[config.mk]
export PLATFORM = sky130hd
export DESIGN_NAME = quad_reload_pwm
export DESIGN_NICKNAME = d
export VERILOG_FILES = /design/src/rtl/quad_reload_pwm.sv
export SDC_FILE = /design/constraint.sdc
export NUM_CORES = 1
export LEC_CHECK = 0
export BUFFER_PORTS_ARGS = -buffer_cell sky130_fd_sc_hd__buf_4
export CORE_MARGIN = 8
export CORE_UTILIZATION = 40
export DETAILED_ROUTE_END_ITERATION = 8
export HOLD_SLACK_MARGIN = 0.02
export PLACE_DENSITY = 0.65
export SYNTH_ARGS = -nofsm -noshare
export SYNTH_HDL_FRONTEND = slang
export SYNTH_SLANG_ARGS = --single-unit
[constraint.sdc]
create_clock -name clk -period 2 [get_ports clk]
set_input_delay 0.4 -clock clk [delete_from_list [all_inputs] [get_ports clk]]
set_output_delay 0.4 -clock clk [all_outputs]
set_load 0.01 [all_outputs]
[src/rtl/quad_reload_pwm.sv]
module quad_reload_pwm #(
  parameter int CW  = 12,
  parameter int NCH = 4,
  parameter int AW  = 4
) (
  input  logic           clk,
  input  logic           rst_n,
  input  logic           wr_en,
  input  logic [AW-1:0]  wr_addr,
  input  logic [CW-1:0]  wr_data,
  input  logic [AW-1:0]  rd_addr,
  output logic [CW-1:0]  rd_data,
  output logic [NCH-1:0] pwm_o
);
  localparam logic [CW-1:0] TOP   = '1;
  localparam logic [AW-1:0] A_RLD = '0;
  localparam logic [AW-1:0] A_CTL = AW'(NCH + 1);
  localparam int            MODE  = 2 * NCH;

  logic [CW-1:0]  cnt, rld;
  logic [CW-1:0]  duty_pre [NCH];
  logic [CW-1:0]  duty_act [NCH];
  logic [NCH-1:0] en, pol_pre, pol_act, pol_eff, raw;
  logic           sync_mode;
  logic           ctl_unused;

  wire ovf    = (cnt == TOP);
  wire wr_ctl = wr_en && (wr_addr == A_CTL);

  assign ctl_unused = ^wr_data[CW-1:MODE+1];

  always_ff @(posedge clk or negedge rst_n) begin
    if (!rst_n) cnt <= '0;
    else if (ovf) cnt <= rld;
    else cnt <= cnt + 1'b1;
  end

  always_ff @(posedge clk or negedge rst_n) begin
    if (!rst_n) rld <= '0;
    else if (wr_en && wr_addr == A_RLD) rld <= wr_data;
  end

  always_ff @(posedge clk or negedge rst_n) begin
    if (!rst_n) begin
      en        <= '0;
      pol_pre   <= '0;
      sync_mode <= 1'b1;
    end else if (wr_ctl) begin
      en        <= wr_data[NCH-1:0];
      pol_pre   <= wr_data[MODE-1:NCH];
      sync_mode <= wr_data[MODE];
    end
  end

  always_ff @(posedge clk or negedge rst_n) begin
    if (!rst_n) pol_act <= '0;
    else if (!sync_mode || ovf) pol_act <= pol_pre;
  end

  assign pol_eff = sync_mode ? pol_act : pol_pre;

  for (genvar ch = 0; ch < NCH; ch++) begin : g_ch
    always_ff @(posedge clk or negedge rst_n) begin
      if (!rst_n) begin
        duty_pre[ch] <= '0;
        duty_act[ch] <= '0;
      end else begin
        if (wr_en && wr_addr == AW'(ch + 1)) duty_pre[ch] <= wr_data;
        if (ovf) duty_act[ch] <= duty_pre[ch];
      end
    end

    assign raw[ch] = (cnt < duty_act[ch]);

    AST_DUTY_XFER: assert property (@(posedge clk) disable iff (!rst_n)
      ovf |=> duty_act[ch] == $past(duty_pre[ch]));
    AST_DUTY_HOLD: assert property (@(posedge clk) disable iff (!rst_n)
      !ovf |=> $stable(duty_act[ch]));
  end

  assign pwm_o = en & (raw ^ pol_eff);

  always_comb begin
    rd_data = '0;
    if (rd_addr == A_RLD) rd_data = rld;
    if (rd_addr == A_CTL) begin
      rd_data[NCH-1:0]    = en;
      rd_data[MODE-1:NCH] = pol_pre;
      rd_data[MODE]       = sync_mode;
    end
    for (int i = 0; i < NCH; i++)
      if (rd_addr == AW'(i + 1)) rd_data = duty_pre[i];
  end

  AST_CNT_STEP: assert property (@(posedge clk) disable iff (!rst_n)
    !ovf |=> cnt == $past(cnt) + 1'b1);
  AST_CNT_RELOAD: assert property (@(posedge clk) disable iff (!rst_n)
    ovf |=> cnt == $past(rld));
  AST_POL_HOLD: assert property (@(posedge clk) disable iff (!rst_n)
    (sync_mode && !ovf) |=> $stable(pol_act));
  AST_OFF_QUIET: assert property (@(posedge clk) disable iff (!rst_n)
    (wr_ctl && wr_data[NCH-1:0] == '0) |=> pwm_o == '0);
endmodule

==> flow_summary.yaml, run 1 <==
synthesis:
  synthDistinctLibCells: 43
  synth_top_area_cell: "dfrtp_1"
  synth_common_cells: "132 x dfrtp_1, 88 x nand2_1, 84 x mux2_2"
  synthCells: 656
  async_reset_ff_frac: 1.00
  synth_area_leaders: "dfrtp_1 48%, mux2_2 14%, ha_1 8.2%"
  yosysMostFrequentCell: "dfrtp_1"
  synth.avg_cell_area_um2: 10.5
  synth_top_cell_area_share: 0.480
  synth_seq_area_share: 0.484
  synth-main-ff-cell: "dfrtp_1"
  netlist_area_mm2: 0.00688
  synth-edff-count: 0
  synth_warnings: 0
  ys_ff_latch: 133
  synth_nets: 724
clock_tree:
  tritoncts: "yes"
  clk_path_buf_depth: 2
  clk_pin_slew_ns: 0.06
  insertion_delay_ns: 0.43
  clock-root-buffer: "clkbuf_16"
  h-tree-depth: 4
  clock_sinks: 133
  numCtsBuffers: 17
timing:
  timing.final.crit_share: 1.40
  fmax_mhz: 358
  setup_ws_ns: -0.791
  finalSetupViolations: 6
  tightest_slew_ns: 0.464
  rsz0062_at_grt: "yes"
  final_hold_viol_count: 0
  slew_headroom: 0.691
  fin_crit_ns: 2.79
  drv_slew: 0
  finClkSkew_ns: 0.00753
floorplanning:
  core_mm2: 0.0171
  design.die.area_mm2: 0.0216
  ios: 39
  initial_core_util: 0.403
  die_y_um: 147
  die_w_um: 147
  fp-row-count: 48
layout:
  final.fill_count: 1441
  fin_nets: 852
  drive_gt1_frac: 0.398
  synthToLayoutAreaGrowth_pct: 34.7
  final_core_util: 0.543
  diodes: 0
detailed_routing:
  vias_per_cell: 5.53
  dr.pass1.iters: 5
  route.detailed.drc: 0
  first_iter_violations: 387
  antenna_left: 0
  num_vias: 5654
  wl_um: 20600
  wire_per_inst_um: 20.2
global_routing:
  grt_usage: 0.187
  antenna_found_initial: 0
  grt_max_degree: 46
  grt_pass1_vias: 5681
  grt_pass1_wl_um: 31400
  grt_remaining_overflow: 0
worst_setup_path:
  timing.rr.end: "duty_act[40]$_DFFE_PN0P_"
  critPathLaunch: "cnt[2]$_DFF_PN0_"
  arrival_ns: 2.39
  r2r_cells: 10
  end_kind: "output port"
  r2r_setup_slack_ns: 0.04
  r2r_start: "cnt[3]$_DFF_PN0_"
  worstSetupPathType: "flip-flop to output port"
  crit_fanout: 4
  worstPathRequired_ns: 1.60
  start_kind: "flip-flop"
pwr:
  total_power_w: 0.00775
  cellLeakagePower_nw: 4.13
  powerDensity_mw_per_mm2: 837
  peakVddDrop_uv: 627
place:
  io_buffer_count: 38
  dp_hpwl_um: 13800
  gp_congestion: 0.957
  place_ws_ns: -0.504
outcome:
  run_status: "finished, violations left"
  violations: "setup timing"
worst_hold_path:
  hold_path.class: "input port to flip-flop"
  min_from: "wr_data[9]"
  whs_path_depth: 2
  holdPathEnd: "duty_pre[21]$_DFFE_PN0P_"
flow_run:
  drv_cap: 0
==> kinds of logic (layout without fill, tap and decap cells) <==
kind of cell | after synthesis | after routing | synth area share
and+or+nand+nor | 169 | 169 | 0.110
AOI/OAI and AO/OA | 134 | 134 | 0.113
DFF | 133 | 133 | 0.484
muxes | 92 | 92 | 0.155
buffers and inverters | 76 | 217 | 0.0475
adders and majority gates | 45 | 45 | 0.0819
xor gates and xnor gates | 7 | 7 | 0.00892
==> per-stage QoR <==
stage	cell area [µm²]	hold WS [ns]	instances	TNS, ns
2_1_floorplan	6880	0.104	656	-0.198
3_3_place_gp	7940	0.366	964	-3.84
3_5_place_dp	7940	0.373	964	-4.63
4_1_cts	8830	0.231	1008	-3.03
5_1_grt	9260	0.239	1022	-3.89
6_report	9260	0.240	1022	-3.09
==> how the worst max path moves through the flow <==
stage          endpoint  cells after the start
3_5_place_dp   pwm_o[1]                      8
5_1_grt        pwm_o[2]                      7
4_1_cts        pwm_o[0]                      7
3_3_place_gp   pwm_o[1]                      8
2_1_floorplan  pwm_o[2]                      6
6_report       pwm_o[2]                      7
==> sequential cells by signal (all words and copies together) (netlist names) <==
name / cells
pol_act: 4
en: 4
duty_act: 48
pol_pre: 4
rld: 12
duty_pre: 48
cnt: 12
sync_mode: 1
==> repair_timing <==
action / CTS / global route
gates resized for setup: 49 / 45
hold buffers: 1 / 0
hold endpoints to repair: 41 / 0
pin swaps: 14 / 18
buffers inserted: 11 / 10
gates cloned: 0 / 5
endpoints found under the setup margin: 32 / 72
==> layer usage <==
| layer | share of wire | vias to the layer above | track usage |
|---|---|---|---|
| li1 | - | 2561 | - |
| met1 | 0.43 | 2873 | 0.238 |
| met2 | 0.48 | 169 | 0.297 |
| met3 | 0.044 | 51 | 0.0283 |
| met4 | 0.040 | 0 | 0.107 |
| met5 | 0 | - | 0 |
==> area by class of cell <==
cell class / instances / area (µm²) / share of cell area
Clock buffer: 26 / 519 / 0.0561
Clock inverter: 6 / 90.1 / 0.00973
Inverter: 46 / 173 / 0.0186
Multi-Input combinational cell: 447 / 3620 / 0.391
Sequential cell: 133 / 3340 / 0.360
Tap cell: 225 / 282 / 0.0304
Timing Repair Buffer: 139 / 1240 / 0.134
==> cells in the final DEF (no fill, tap or decap), drive strengths merged, types with 4 or more instances in the layout <==
master	synthesis	layout
inv	46	46
nor3	4	4
nand3	13	13
nor2	31	31
a22oi	17	17
nand4	4	4
nand2	88	88
o21ai	63	63
buf	20	134
o21a	4	4
a31oi	4	4
nor2b	5	5
and3	4	4
clkbuf	10	30
mux2	84	84
ha	45	45
xor2	4	4
dfrtp	132	132
a21oi	32	32
nand2b	5	5
mux2i	5	5
==> power breakdown <==
| group | total [W] | switching [W] | internal (W) |
|---|---|---|---|
| Sequential | 0.00339 | 0.000326 | 0.00306 |
| Clock | 0.00321 | 0.00117 | 0.00204 |
| Combinational | 0.00116 | 0.000502 | 0.000657 |
| Total | 0.00775 | 0.00200 | 0.00575 |
==> worst max-delay path, cell delays in order (launching register included) <==
cell      delay (ns)
dfrtp_1         0.43
ha_1            0.25
buf_4           0.14
nor3_1          0.40
or4_4           0.23
o21ai_4         0.07
o311ai_2        0.27
buf_4           0.18
No activity file was read; power rests on OpenSTA's default activity.
==> run 2: changes to the inputs <==
Settings changed: CELL_PAD_IN_SITES_DETAIL_PLACEMENT set to 1, CELL_PAD_IN_SITES_GLOBAL_PLACEMENT set to 1, MAX_ROUTING_LAYER set to met4, PLACE_DENSITY 0.65 to 0.77, REMOVE_ABC_BUFFERS set to 1.
==> run 2 against run 1 <==
  * The flow still finishes with violations (setup timing)
  * Clock-buffer cell count is 3 lower
  * Combinational power rose by 22%
  * Final cell count grew 1.7%
  * First-iteration DRC count is 7.2% lower
  * Clock power fell by 10%
  * Global-route usage grew 4.8 points
  * Via count rose by 6.2%
  * Critical path depth did not move
  * Critical path type unchanged
  * Critical endpoint unchanged
  * Largest cell class unchanged
==> flow_summary.yaml, run 2 (synthesis results as in run 1) <==
detailed_routing:
  wire_per_inst_um: 26.9
  route.detailed.drc: 0
  num_vias: 6002
  dr.pass1.iters: 4
  wl_um: 27900
  first_iter_violations: 359
  antenna_left: 0
  vias_per_cell: 5.78
clock_tree:
  tritoncts: "yes"
  numCtsBuffers: 17
  h-tree-depth: 4
  clock-root-buffer: "clkbuf_16"
  clk_path_buf_depth: 2
  clock_sinks: 133
  clk_pin_slew_ns: 0.06
  insertion_delay_ns: 0.43
worst_setup_path:
  worstPathRequired_ns: 1.60
  worstSetupPathType: "flip-flop to output port"
  start_kind: "flip-flop"
  crit_chain: "ha_4 > nand2_2 > or4_4 > o21ai_4 > buf_6 > o311ai_4 > buf_4"
  arrival_ns: 2.37
  crit_fanout: 4
  critPathSlowestCell: "or4_4"
  r2r_cells: 11
  slowest_delay_ns: 0.54
  end_kind: "output port"
timing:
  rsz0062_at_grt: "yes"
  finalSetupViolations: 71
  tightest_slew_ns: 0.590
  drv_slew: 0
  slew_headroom: 0.607
  fmax_mhz: 361
  finClkSkew_ns: 0.0105
  final_hold_viol_count: 0
  setup_ws_ns: -0.769
  timing.final.crit_share: 1.38
  fin_crit_ns: 2.77
  tns_ns: -11.85
place:
  io_buffer_count: 38
  gp_congestion: 0.864
  dp_hpwl_um: 15500
  place_ws_ns: -0.512
pwr:
  total_power_w: 0.00779
  cellLeakagePower_nw: 4.55
  peakVddDrop_uv: 595
  powerDensity_mw_per_mm2: 770
floorplanning:
  core_mm2: 0.0171
  fp-row-count: 48
  die_w_um: 147
  initial_core_util: 0.403
  ios: 39
  die_y_um: 147
  design.die.area_mm2: 0.0216
layout:
  synthToLayoutAreaGrowth_pct: 47.1
  reg_top3: "duty_act: 48 flops, duty_pre: 48 flops"
  layout_commonest_cell: "dfrtp_1"
  drive_gt1_frac: 0.536
  most-common-layout-cells: "124 x dfrtp_1, 109 x buf_4, 76 x mux2_2, 46 x inv_1, 38 x o21ai_2"
  diodes: 0
  fin_nets: 869
global_routing:
  grt_remaining_overflow: 0
  antenna_found_initial: 0
  grt_pass1_vias: 6323
  grt_max_degree: 97
  grt_pass1_wl_um: 37500
  grt_usage: 0.235
outcome:
  run_status: "finished, violations left"
  violations: "setup timing"
worst_hold_path:
  hold_path.class: "input port to async pin"
flow_run:
  drv_cap: 0
run 2: what timing repair did:
action | in CTS | in global routing
resized for setup | 101 | 203
pin swaps | 33 | 35
buffers inserted | 20 | 14
hold buffers | 0 | 0
endpoints found under the setup margin | 77 | 70
cloned | 8 | 9
run 2: area by class of cell:
type	instances	area, µm²
multi-input combinational	448	4120
sequential	133	3340
inverter	46	173
fill	1755	6940
tap	225	282
clock inverter	9	55.1
clock buffer	23	468
timing repair buffer	155	1680
run 2: report_power, final:
part / total (W) / switching (W) / leakage, nW / internal, W
logic: 0.00142 / 0.000636 / 2.59 / 0.000789
registers: 0.00348 / 0.000418 / 1.71 / 0.00306
clock network: 0.00289 / 0.00125 / 0.249 / 0.00164
run 2: worst max-delay path: cells and delay by family, from the launching register on:
kind | cells | cell delay, ns
AO/OA/AOI/OAI | 2 | 0.28
adder cells (fa/ha/maj) | 1 | 0.30
buffers and inverters | 2 | 0.30
flip-flops | 1 | 0.48
AND/OR/NAND/NOR | 2 | 0.59
run 2: path summary, 6_finish.rpt:
path | start | end | slack (ns)
max | cnt[5]$_DFF_PN0_ | pwm_o[2] | -0.77
min | rst_n | duty_act[47]$_DFFE_PN0P_ | 0.02
max reg2reg | cnt[1]$_DFF_PN0_ | duty_act[19]$_DFFE_PN0P_ | -0.20
min reg2reg | pol_act[3]$_DFFE_PN0P_ | pol_act[3]$_DFFE_PN0P_ | 0.51
max in group asynchronous | rst_n | cnt[6]$_DFF_PN0_ | 1.46
min in group clk | wr_data[8] | duty_pre[44]$_DFFE_PN0P_ | 0.25
run 2: metal layers:
metal / part of all wire / routed length [µm] / vias to the layer above / global-route usage
met5: 0 / 0 / - / -
met4: 0.033 / 933 / 0 / 0.0816
met3: 0.036 / 1010 / 64 / 0.0446
met2: 0.52 / 14600 / 192 / 0.383
met1: 0.41 / 11400 / 3149 / 0.288
li1: - / - / 2597 / -
run 2: stage by stage:
stage	std cells	area (µm²)	util	hold WS (ns)
5_1_grt	1039	10100	0.593	0.0879
3_3_place_gp	959	7880	0.462	0.464
2_1_floorplan	626	6720	-	0.104
6_report	1039	10100	0.593	0.0210
3_5_place_dp	959	7880	0.462	0.468
4_1_cts	1017	9150	0.537	0.0640
